===== src/rtl/sm3x_pkg.sv =====
package sm3x_pkg;
  localparam int unsigned WORD_W  = 32;
  localparam int unsigned WIN     = 16;
  localparam int unsigned TOTAL   = 68;
  localparam int unsigned IDX_W   = $clog2(TOTAL);
  localparam int unsigned BLOCK_W = WORD_W * WIN;

  // window taps for the word being produced at index j = base + WIN
  localparam int unsigned TAP_M16 = WIN - 16;
  localparam int unsigned TAP_M13 = WIN - 13;
  localparam int unsigned TAP_M9  = WIN - 9;
  localparam int unsigned TAP_M6  = WIN - 6;
  localparam int unsigned TAP_M3  = WIN - 3;

  typedef logic [WORD_W-1:0] word_t;

  function automatic word_t rotl(input word_t x, input int unsigned n);
    word_t r;
    r = (x << n) | (x >> (WORD_W - n));
    return r;
  endfunction

  function automatic word_t perm_p1(input word_t x);
    return x ^ rotl(x, 15) ^ rotl(x, 23);
  endfunction
endpackage


===== src/rtl/sm3x_recur.sv =====
module sm3x_recur
  import sm3x_pkg::*;
(
  input  word_t [WIN-1:0] win_i,
  output word_t           next_o
);
  word_t mix;

  always_comb begin
    mix    = win_i[TAP_M16] ^ win_i[TAP_M9] ^ rotl(win_i[TAP_M3], 15);
    next_o = perm_p1(mix) ^ rotl(win_i[TAP_M13], 7) ^ win_i[TAP_M6];
  end
endmodule


===== src/rtl/sm3x_window.sv =====
module sm3x_window
  import sm3x_pkg::*;
(
  input  logic            clk,
  input  logic            rst_n,
  input  logic            load_i,
  input  logic            adv_i,
  input  word_t [WIN-1:0] blk_i,
  input  word_t           new_i,
  output word_t [WIN-1:0] win_o
);
  word_t [WIN-1:0] win_q;
  word_t [WIN-1:0] win_d;
  logic            win_en;

  assign win_en = load_i | adv_i;

  for (genvar g = 0; g < WIN; g++) begin : g_slot
    if (g == WIN - 1) begin : g_tail
      always_comb win_d[g] = load_i ? blk_i[g] : new_i;
    end else begin : g_body
      always_comb win_d[g] = load_i ? blk_i[g] : win_q[g+1];
    end
  end

  always_ff @(posedge clk or negedge rst_n) begin
    if (!rst_n)      win_q <= '0;
    else if (win_en) win_q <= win_d;
  end

  assign win_o = win_q;


  window_hold_chk: assert property (@(posedge clk) disable iff (!rst_n)
    !load_i && !adv_i |=> $stable(win_q));

  window_shift_chk: assert property (@(posedge clk) disable iff (!rst_n)
    adv_i && !load_i |=> win_q[0] == $past(win_q[1]));
endmodule


===== src/rtl/sm3x_ctrl.sv =====
module sm3x_ctrl
  import sm3x_pkg::*;
(
  input  logic             clk,
  input  logic             rst_n,
  input  logic             start_i,
  input  logic             ready_i,
  output logic             valid_o,
  output logic [IDX_W-1:0] idx_o,
  output logic             load_o,
  output logic             adv_o,
  output logic             done_o
);
  localparam logic [IDX_W-1:0] LAST_IDX = IDX_W'(TOTAL - 1);

  logic             valid_q, valid_d;
  logic [IDX_W-1:0] idx_q, idx_d;
  logic             accept, last, state_en;

  always_comb begin
    accept   = valid_q & ready_i;
    last     = (idx_q == LAST_IDX);
    load_o   = start_i & ~valid_q;
    adv_o    = accept;
    done_o   = accept & last;
    state_en = load_o | accept;
    valid_d  = valid_q;
    idx_d    = idx_q;
    if (load_o) begin
      valid_d = 1'b1;
      idx_d   = '0;
    end else if (accept) begin
      if (last) valid_d = 1'b0;
      else      idx_d   = idx_q + 1'b1;
    end
  end

  always_ff @(posedge clk or negedge rst_n) begin
    if (!rst_n) begin
      valid_q <= 1'b0;
      idx_q   <= '0;
    end else if (state_en) begin
      valid_q <= valid_d;
      idx_q   <= idx_d;
    end
  end

  assign valid_o = valid_q;
  assign idx_o   = idx_q;


  start_load_chk: assert property (@(posedge clk) disable iff (!rst_n)
    start_i && !valid_q |=> valid_q && idx_q == '0);

  stall_hold_chk: assert property (@(posedge clk) disable iff (!rst_n)
    valid_q && !ready_i |=> valid_q && $stable(idx_q));

  busy_step_chk: assert property (@(posedge clk) disable iff (!rst_n)
    valid_q && ready_i && !last |=> valid_q && idx_q == $past(idx_q) + 1'b1);

  done_idle_chk: assert property (@(posedge clk) disable iff (!rst_n)
    done_o |=> !valid_q);

  idx_range_chk: assert property (@(posedge clk) disable iff (!rst_n)
    valid_q |-> idx_q <= LAST_IDX);
endmodule


===== src/rtl/sm3_msg_expander.sv =====
module sm3_msg_expander
  import sm3x_pkg::*;
(
  input  logic                clk,
  input  logic                rst_n,
  input  logic                start_i,
  input  logic [BLOCK_W-1:0]  block_i,
  input  logic                out_ready_i,
  output logic                out_valid_o,
  output logic [WORD_W-1:0]   out_word_o,
  output logic [IDX_W-1:0]    out_idx_o,
  output logic                done_o
);
  word_t [WIN-1:0] blk_words;
  word_t [WIN-1:0] win;
  word_t           next_word;
  logic            load, adv;

  for (genvar k = 0; k < WIN; k++) begin : g_unpack
    assign blk_words[k] = block_i[k*WORD_W +: WORD_W];
  end

  sm3x_ctrl u_ctrl (
    .clk     (clk),
    .rst_n   (rst_n),
    .start_i (start_i),
    .ready_i (out_ready_i),
    .valid_o (out_valid_o),
    .idx_o   (out_idx_o),
    .load_o  (load),
    .adv_o   (adv),
    .done_o  (done_o)
  );

  sm3x_recur u_recur (
    .win_i  (win),
    .next_o (next_word)
  );

  sm3x_window u_window (
    .clk    (clk),
    .rst_n  (rst_n),
    .load_i (load),
    .adv_i  (adv),
    .blk_i  (blk_words),
    .new_i  (next_word),
    .win_o  (win)
  );

  assign out_word_o = win[0];


  reset_quiet_chk: assert property (@(posedge clk) disable iff (!rst_n)
    !out_valid_o |-> !done_o);

  word_hold_chk: assert property (@(posedge clk) disable iff (!rst_n)
    out_valid_o && !out_ready_i |=> $stable(out_word_o));
endmodule


===== config.mk =====
export PLATFORM = sky130hd
export DESIGN_NAME = sm3_msg_expander
export DESIGN_NICKNAME = d
export VERILOG_FILES = /design/src/rtl/sm3x_pkg.sv /design/src/rtl/sm3x_recur.sv /design/src/rtl/sm3x_window.sv /design/src/rtl/sm3x_ctrl.sv /design/src/rtl/sm3_msg_expander.sv
export SDC_FILE = /design/constraint.sdc
export NUM_CORES = 1
export LEC_CHECK = 0
export BUFFER_PORTS_ARGS = -buffer_cell sky130_fd_sc_hd__buf_2
export CORE_ASPECT_RATIO = 0.8
export CORE_MARGIN = 2
export CORE_UTILIZATION = 50
export CTS_BUF_LIST = sky130_fd_sc_hd__clkbuf_8 sky130_fd_sc_hd__clkbuf_16
export DETAILED_ROUTE_END_ITERATION = 10
export PLACE_DENSITY = 0.81
export SETUP_SLACK_MARGIN = 0.4
export SLEW_MARGIN = 40
export SYNTH_ARGS = -nofsm -noshare
export SYNTH_HDL_FRONTEND = slang
export SYNTH_SLANG_ARGS = --single-unit

===== constraint.sdc =====
create_clock -name clk -period 1.6 [get_ports clk]
set_input_delay 0.16 -clock clk [delete_from_list [all_inputs] [get_ports clk]]
set_output_delay 0.16 -clock clk [all_outputs]
set_load 0.02 [all_outputs]

==> impl_metrics.csv, run 1 <==
group,metric,value,unit
status,outcome,"did not finish",
status,haltStage,"5_1_grt",
status,firstError,"[ERROR GRT-0116] Global routing finished with congestion. Check the congestion regions in the DRC Viewer.",
clock_tree,root_buffer,"clkbuf_16",
synth,synth_xor_area_frac,0.0744,
synth,ys_seq_area_frac,0.514,
synth,synth_area_per_cell,8.50,µm²
synth,ys_warn_count,0,
synth,synth.net_count,3497,
synth,synthAdderAreaFrac,0.000494,
synth,async_flop_share,1.00,
clock_tree,cts.sinks,520,
die,fp-row-count,73,
placement,gp_congestion,1.11,
synth,syn_area,25300,µm²
clock_tree,cts_buffers,52,
synth,synth_ff_type,"dfrtp_1",
synth,yosys.area_share.simple,0.224,
die,ioPinCount,557,
die,die_width,256,µm
synth,synth_mux_area_frac,0.00119,
global_routing,grt_use_total,0.636,
synth,synth_edf_count,0,
die,start_util,0.508,
synth,synth_top_area_frac,0.514,
die,die_h,205,µm
synth,synth_compound_area_frac,0.133,
clock_tree,cts_max_level,2,
global_routing,grt_max_degree,86,
placement,dp_hpwl,85.1,mm
global_routing,grt_pass1_wl,239,mm
placement,portBuffers,556,
synth,synth_top_family_by_area,"simple AND/OR/NAND/NOR gates",
global_routing,overflow,2,
synth,synthCells,2980,
synth,synthTopCellsByArea,"dfrtp_1 (51%), nand2_1 (15%), a31oi_1 (12%)",
global_routing,grt_pass1_vias,36555,
clock_tree,max-clock-path-buffers,3,
synth,synth.ff_latch_count,520,
synth,ys_types,32,
placement,post_dp_cell_area,30800,µm²
synth,synth_top_area_cell,"dfrtp_1",
[timing repair]
item / 4_1_cts
endpoints found under the setup margin: 560
resized for setup: 398
pin swaps: 169
setup buffers: 84
hold endpoints to repair: 1031
hold buffers: 515
gates cloned: 54
[Yosys cell counts, drive strengths merged (2+ instances only)]
master and n:
xnor3 32, a22oi 21, nand2 983, nand3b 2
nor2 490, dfrtp 520, nand4 2, a31oi 480
clkbuf 55, a21oi 12, and3 11, o21ai 23
xnor2 114, mux2i 3, buf 204, xor2 18
[layer usage]
| layer | overflow | global-route usage |
|---|---|---|
| met2 | 0 | 0.836 |
| met5 | 0 | 0.145 |
| met4 | 1 | 0.580 |
| met1 | 0 | 0.645 |
| met3 | 1 | 0.467 |
[cell families after synthesis]
family | after synthesis
and+or+nand+nor | 1494
AOI/OAI and AO/OA | 538
DFF | 520
buffers and inverters | 260
xor gates and xnor gates | 164
muxes | 3
adders and majority gates | 1
[through the flow]
step                worst slack, ps  instances
floorplan                       144       2980
detailed placement             -341       4277
CTS                            -129       5021
global placement               -417       4277
==> inputs of run 2 (changes only) <==
--- a/config.mk
+++ b/config.mk
@@ -6,13 +6,10 @@
 export NUM_CORES = 1
 export LEC_CHECK = 0
 export BUFFER_PORTS_ARGS = -buffer_cell sky130_fd_sc_hd__buf_2
-export CORE_ASPECT_RATIO = 0.8
 export CORE_MARGIN = 2
-export CORE_UTILIZATION = 50
-export CTS_BUF_LIST = sky130_fd_sc_hd__clkbuf_8 sky130_fd_sc_hd__clkbuf_16
+export CORE_UTILIZATION = 35
 export DETAILED_ROUTE_END_ITERATION = 10
-export PLACE_DENSITY = 0.81
-export SETUP_SLACK_MARGIN = 0.4
+export PLACE_DENSITY_LB_ADDON = 0.15
 export SLEW_MARGIN = 40
 export SYNTH_ARGS = -nofsm -noshare
 export SYNTH_HDL_FRONTEND = slang
==> impl_metrics.csv, run 2 <==
group,metric,value,unit
worst_setup_path,critPathMaxStageDelay,430,ps
flow_run,max_cap_violations,0,
clock_tree,cts_max_level,2,
clock_tree,root_buffer,"clkbuf_16",
power,power.density,1230,nW/µm²
detailed_routing,vias_per_cell,5.51,
synth,ys_warn_count,0,
clock_tree,cts_tree,"done",
power,vdd.ir_drop.worst,0.936,mV
synth,syn_area,25300,µm²
placement,dp_hpwl,93.5,mm
sta,period_share,1.20,
sta,maxSlewViolCount,0,
layout,regArea,13000,µm²
synth,synth_area_per_cell,8.50,µm²
detailed_routing,wire_per_inst,26.7,µm
sta,skew,21.5,ps
synth,ys_types,32,
sta,holdWs,16.9,ps
clock_tree,cts_buffers,61,
synth,synth_top_area_frac,0.514,
die,core_area,71600,µm²
global_routing,grt_max_degree,75,
power,p_leak,0.0212,µW
layout,multiInputGateArea,14100,µm²
global_routing,grt_pass1_wl,184,mm
worst_setup_path,endpoint_kind,"flop",
synth,ys_seq_area_frac,0.514,
clock_tree,cts.sinks,520,
sta,timing.fmax,0.521,GHz
worst_setup_path,worstPathRequired,2100,ps
sta,worst_slew_pin_slew,541,ps
detailed_routing,first_iter_violations,3126,
sta,relSlewSlack,0.637,
worst_setup_path,setup.worst_path.start_class,"flop",
sta,grt_setup_unrepaired,"yes",
layout,n_fill_cell,5675,
layout,final_common_cell,"nand2_1",
clock_tree,max-clock-path-buffers,3,
clock_tree,insertion_delay,640,ps
synth,synth.ff_latch_count,520,
status,outcome,"finished with violations",
worst_setup_path,crit_type,"flop to flop",
worst_setup_path,critPathSlowestCell,"dfrtp_2",
die,start_util,0.354,
global_routing,overflow,0,
detailed_routing,antenna_left,0,
status,violations,"negative setup slack",
min_path,min_path_type,"input port to flop",
detailed_routing,vias,29519,
placement,gp_congestion,0.972,
synth,synthCells,2980,
layout,drive_gt1_frac,0.372,
die,die_area,74600,µm²
worst_setup_path,cp_max_fo,6,
global_routing,antenna_found_initial,4,
die,die_h,273,µm
layout,largest_reg_flops,512,
layout,final_cell_mix,"nand2_1 (708), buf_2 (553), dlygate4sd3_1 (514)",
synth,synth.net_count,3497,
detailed_routing,firstDrtPassIters,6,
synth,async_flop_share,1.00,
worst_setup_path,crit_chain,"buf_6, nor2b_4, buf_12, buf_12, buf_16, nand2_2, a31oi_4",
sta,period_needed,1920,ps
synth,synthTopCellsByCount,"nand2_1 (982), dfrtp_1 (520), nor2_1 (490), a31oi_1 (480), buf_2 (147)",
detailed_routing,drt_wl_total,143,mm
synth,synth_edf_count,0,
global_routing,grt_use_total,0.338,
synth,synth_top_area_cell,"dfrtp_1",
placement,portBuffers,556,
sta,fin_ws,-319,ps
die,fp-row-count,98,
worst_setup_path,cp.arrival,2410,ps
global_routing,grt_pass1_vias,27951,
synth,synthTopCellsByArea,"dfrtp_1 (51%), nand2_1 (15%), a31oi_1 (12%)",
sta,setup_viol,431,
die,ioPinCount,557,
clock_tree,clkSlewWorstSetupHoldPaths,60,ps
layout,nets,4869,
layout,area_growth,78.0,%
worst_setup_path,timing.critical_path.mode_cell,"buf_12",
synth,synth_ff_type,"dfrtp_1",
placement,dp.cells,4554,
synth,yosysMostFrequentCell,"nand2_1",
layout,instances_no_fill,5353,
detailed_routing,drc_errors,0,
sta,finalHoldViolations,0,
die,die_width,273,µm
==> run 2: cell counts after synthesis <==
No cell type changed its count.
==> run 2: cell families after synthesis <==
logic type	share of synthesized area
mux	0.00119
fa+ha+maj	0.000494
flops	0.514
xor+xnor	0.0744
simple gates	0.224
buf+inv	0.0539
compound gates	0.133
==> run 2: metal layers <==
metal / global-route usage / share of wire / vias to the layer above
met5: 0 / 0.00016 / -
met4: 0.186 / 0.066 / 4
met3: 0.0450 / 0.078 / 481
met2: 0.545 / 0.47 / 1786
met1: 0.441 / 0.38 / 14537
li1: - / - / 12711
==> run 2: cell type report <==
cell class                      count  share of cell area
Antenna cell                        1           0.0000555
Clock buffer                       91              0.0408
Clock inverter                     22             0.00666
Inverter                            1           0.0000832
Multi-Input combinational cell   2200               0.313
Sequential cell                   520               0.289
Tap cell                          950              0.0264
Timing Repair Buffer             1568               0.324
==> run 2: timing repair <==
| item | 4_1_cts | 5_1_grt |
|---|---|---|
| setup endpoints to repair | 69 | 365 |
| pin swaps | 35 | 535 |
| cloned | 9 | 74 |
| endpoints found under the hold margin | 976 | 0 |
| gates resized for setup | 157 | 727 |
| hold buffers | 514 | 0 |
| buffers inserted | 37 | 64 |
==> run 2: critical path: cells and delay by family, from the launching register on <==
kind | cells | cell delay, ps
buf+inv | 4 | 610
compound gates | 1 | 390
simple gates | 2 | 340
flops | 1 | 430
==> run 2: worst paths after layout <==
kind	start	slack, ps	endpoint	depth (start not counted)
hold reg to reg	u_window.win_o[504]$_DFFE_PN0P_	530	u_window.win_o[504]$_DFFE_PN0P_	2
setup / recovery	u_ctrl.valid_o$_DFFE_PN0P_	-320	u_window.win_o[247]$_DFFE_PN0P_	7
max in group asynchronous	rst_n	720	u_window.win_o[27]$_DFFE_PN0P_	4
hold / removal	block_i[483]	20	u_window.win_o[483]$_DFFE_PN0P_	4
min in group asynchronous	rst_n	60	u_window.win_o[408]$_DFFE_PN0P_	2
setup reg to reg	u_ctrl.valid_o$_DFFE_PN0P_	-320	u_window.win_o[247]$_DFFE_PN0P_	7
==> run 2: power breakdown <==
group	switching (µW)	total [µW]	leakage (µW)	internal [µW]
sequential	3440	19800	0.00533	16400
combinational	10100	20600	0.0148	10500
clock	6150	15200	0.00105	9040
total	19700	55600	0.0212	35800
==> run 2: through the flow <==
stage | setup WS, ps | area (µm²) | total power, µW | utilization | TNS [ps]
after floorplan | 33.3 | 25300 | 27900 | - | 0
after CTS | -244 | 39800 | 53300 | 0.555 | -3960
after detailed placement | -565 | 31200 | 36200 | 0.436 | -8720
final | -319 | 45100 | 55600 | 0.630 | -41070
after global placement | -550 | 31200 | 36200 | 0.436 | -8970
after global routing | -298 | 45100 | 57500 | 0.630 | -64940
Power figures use the tool's default switching activity.
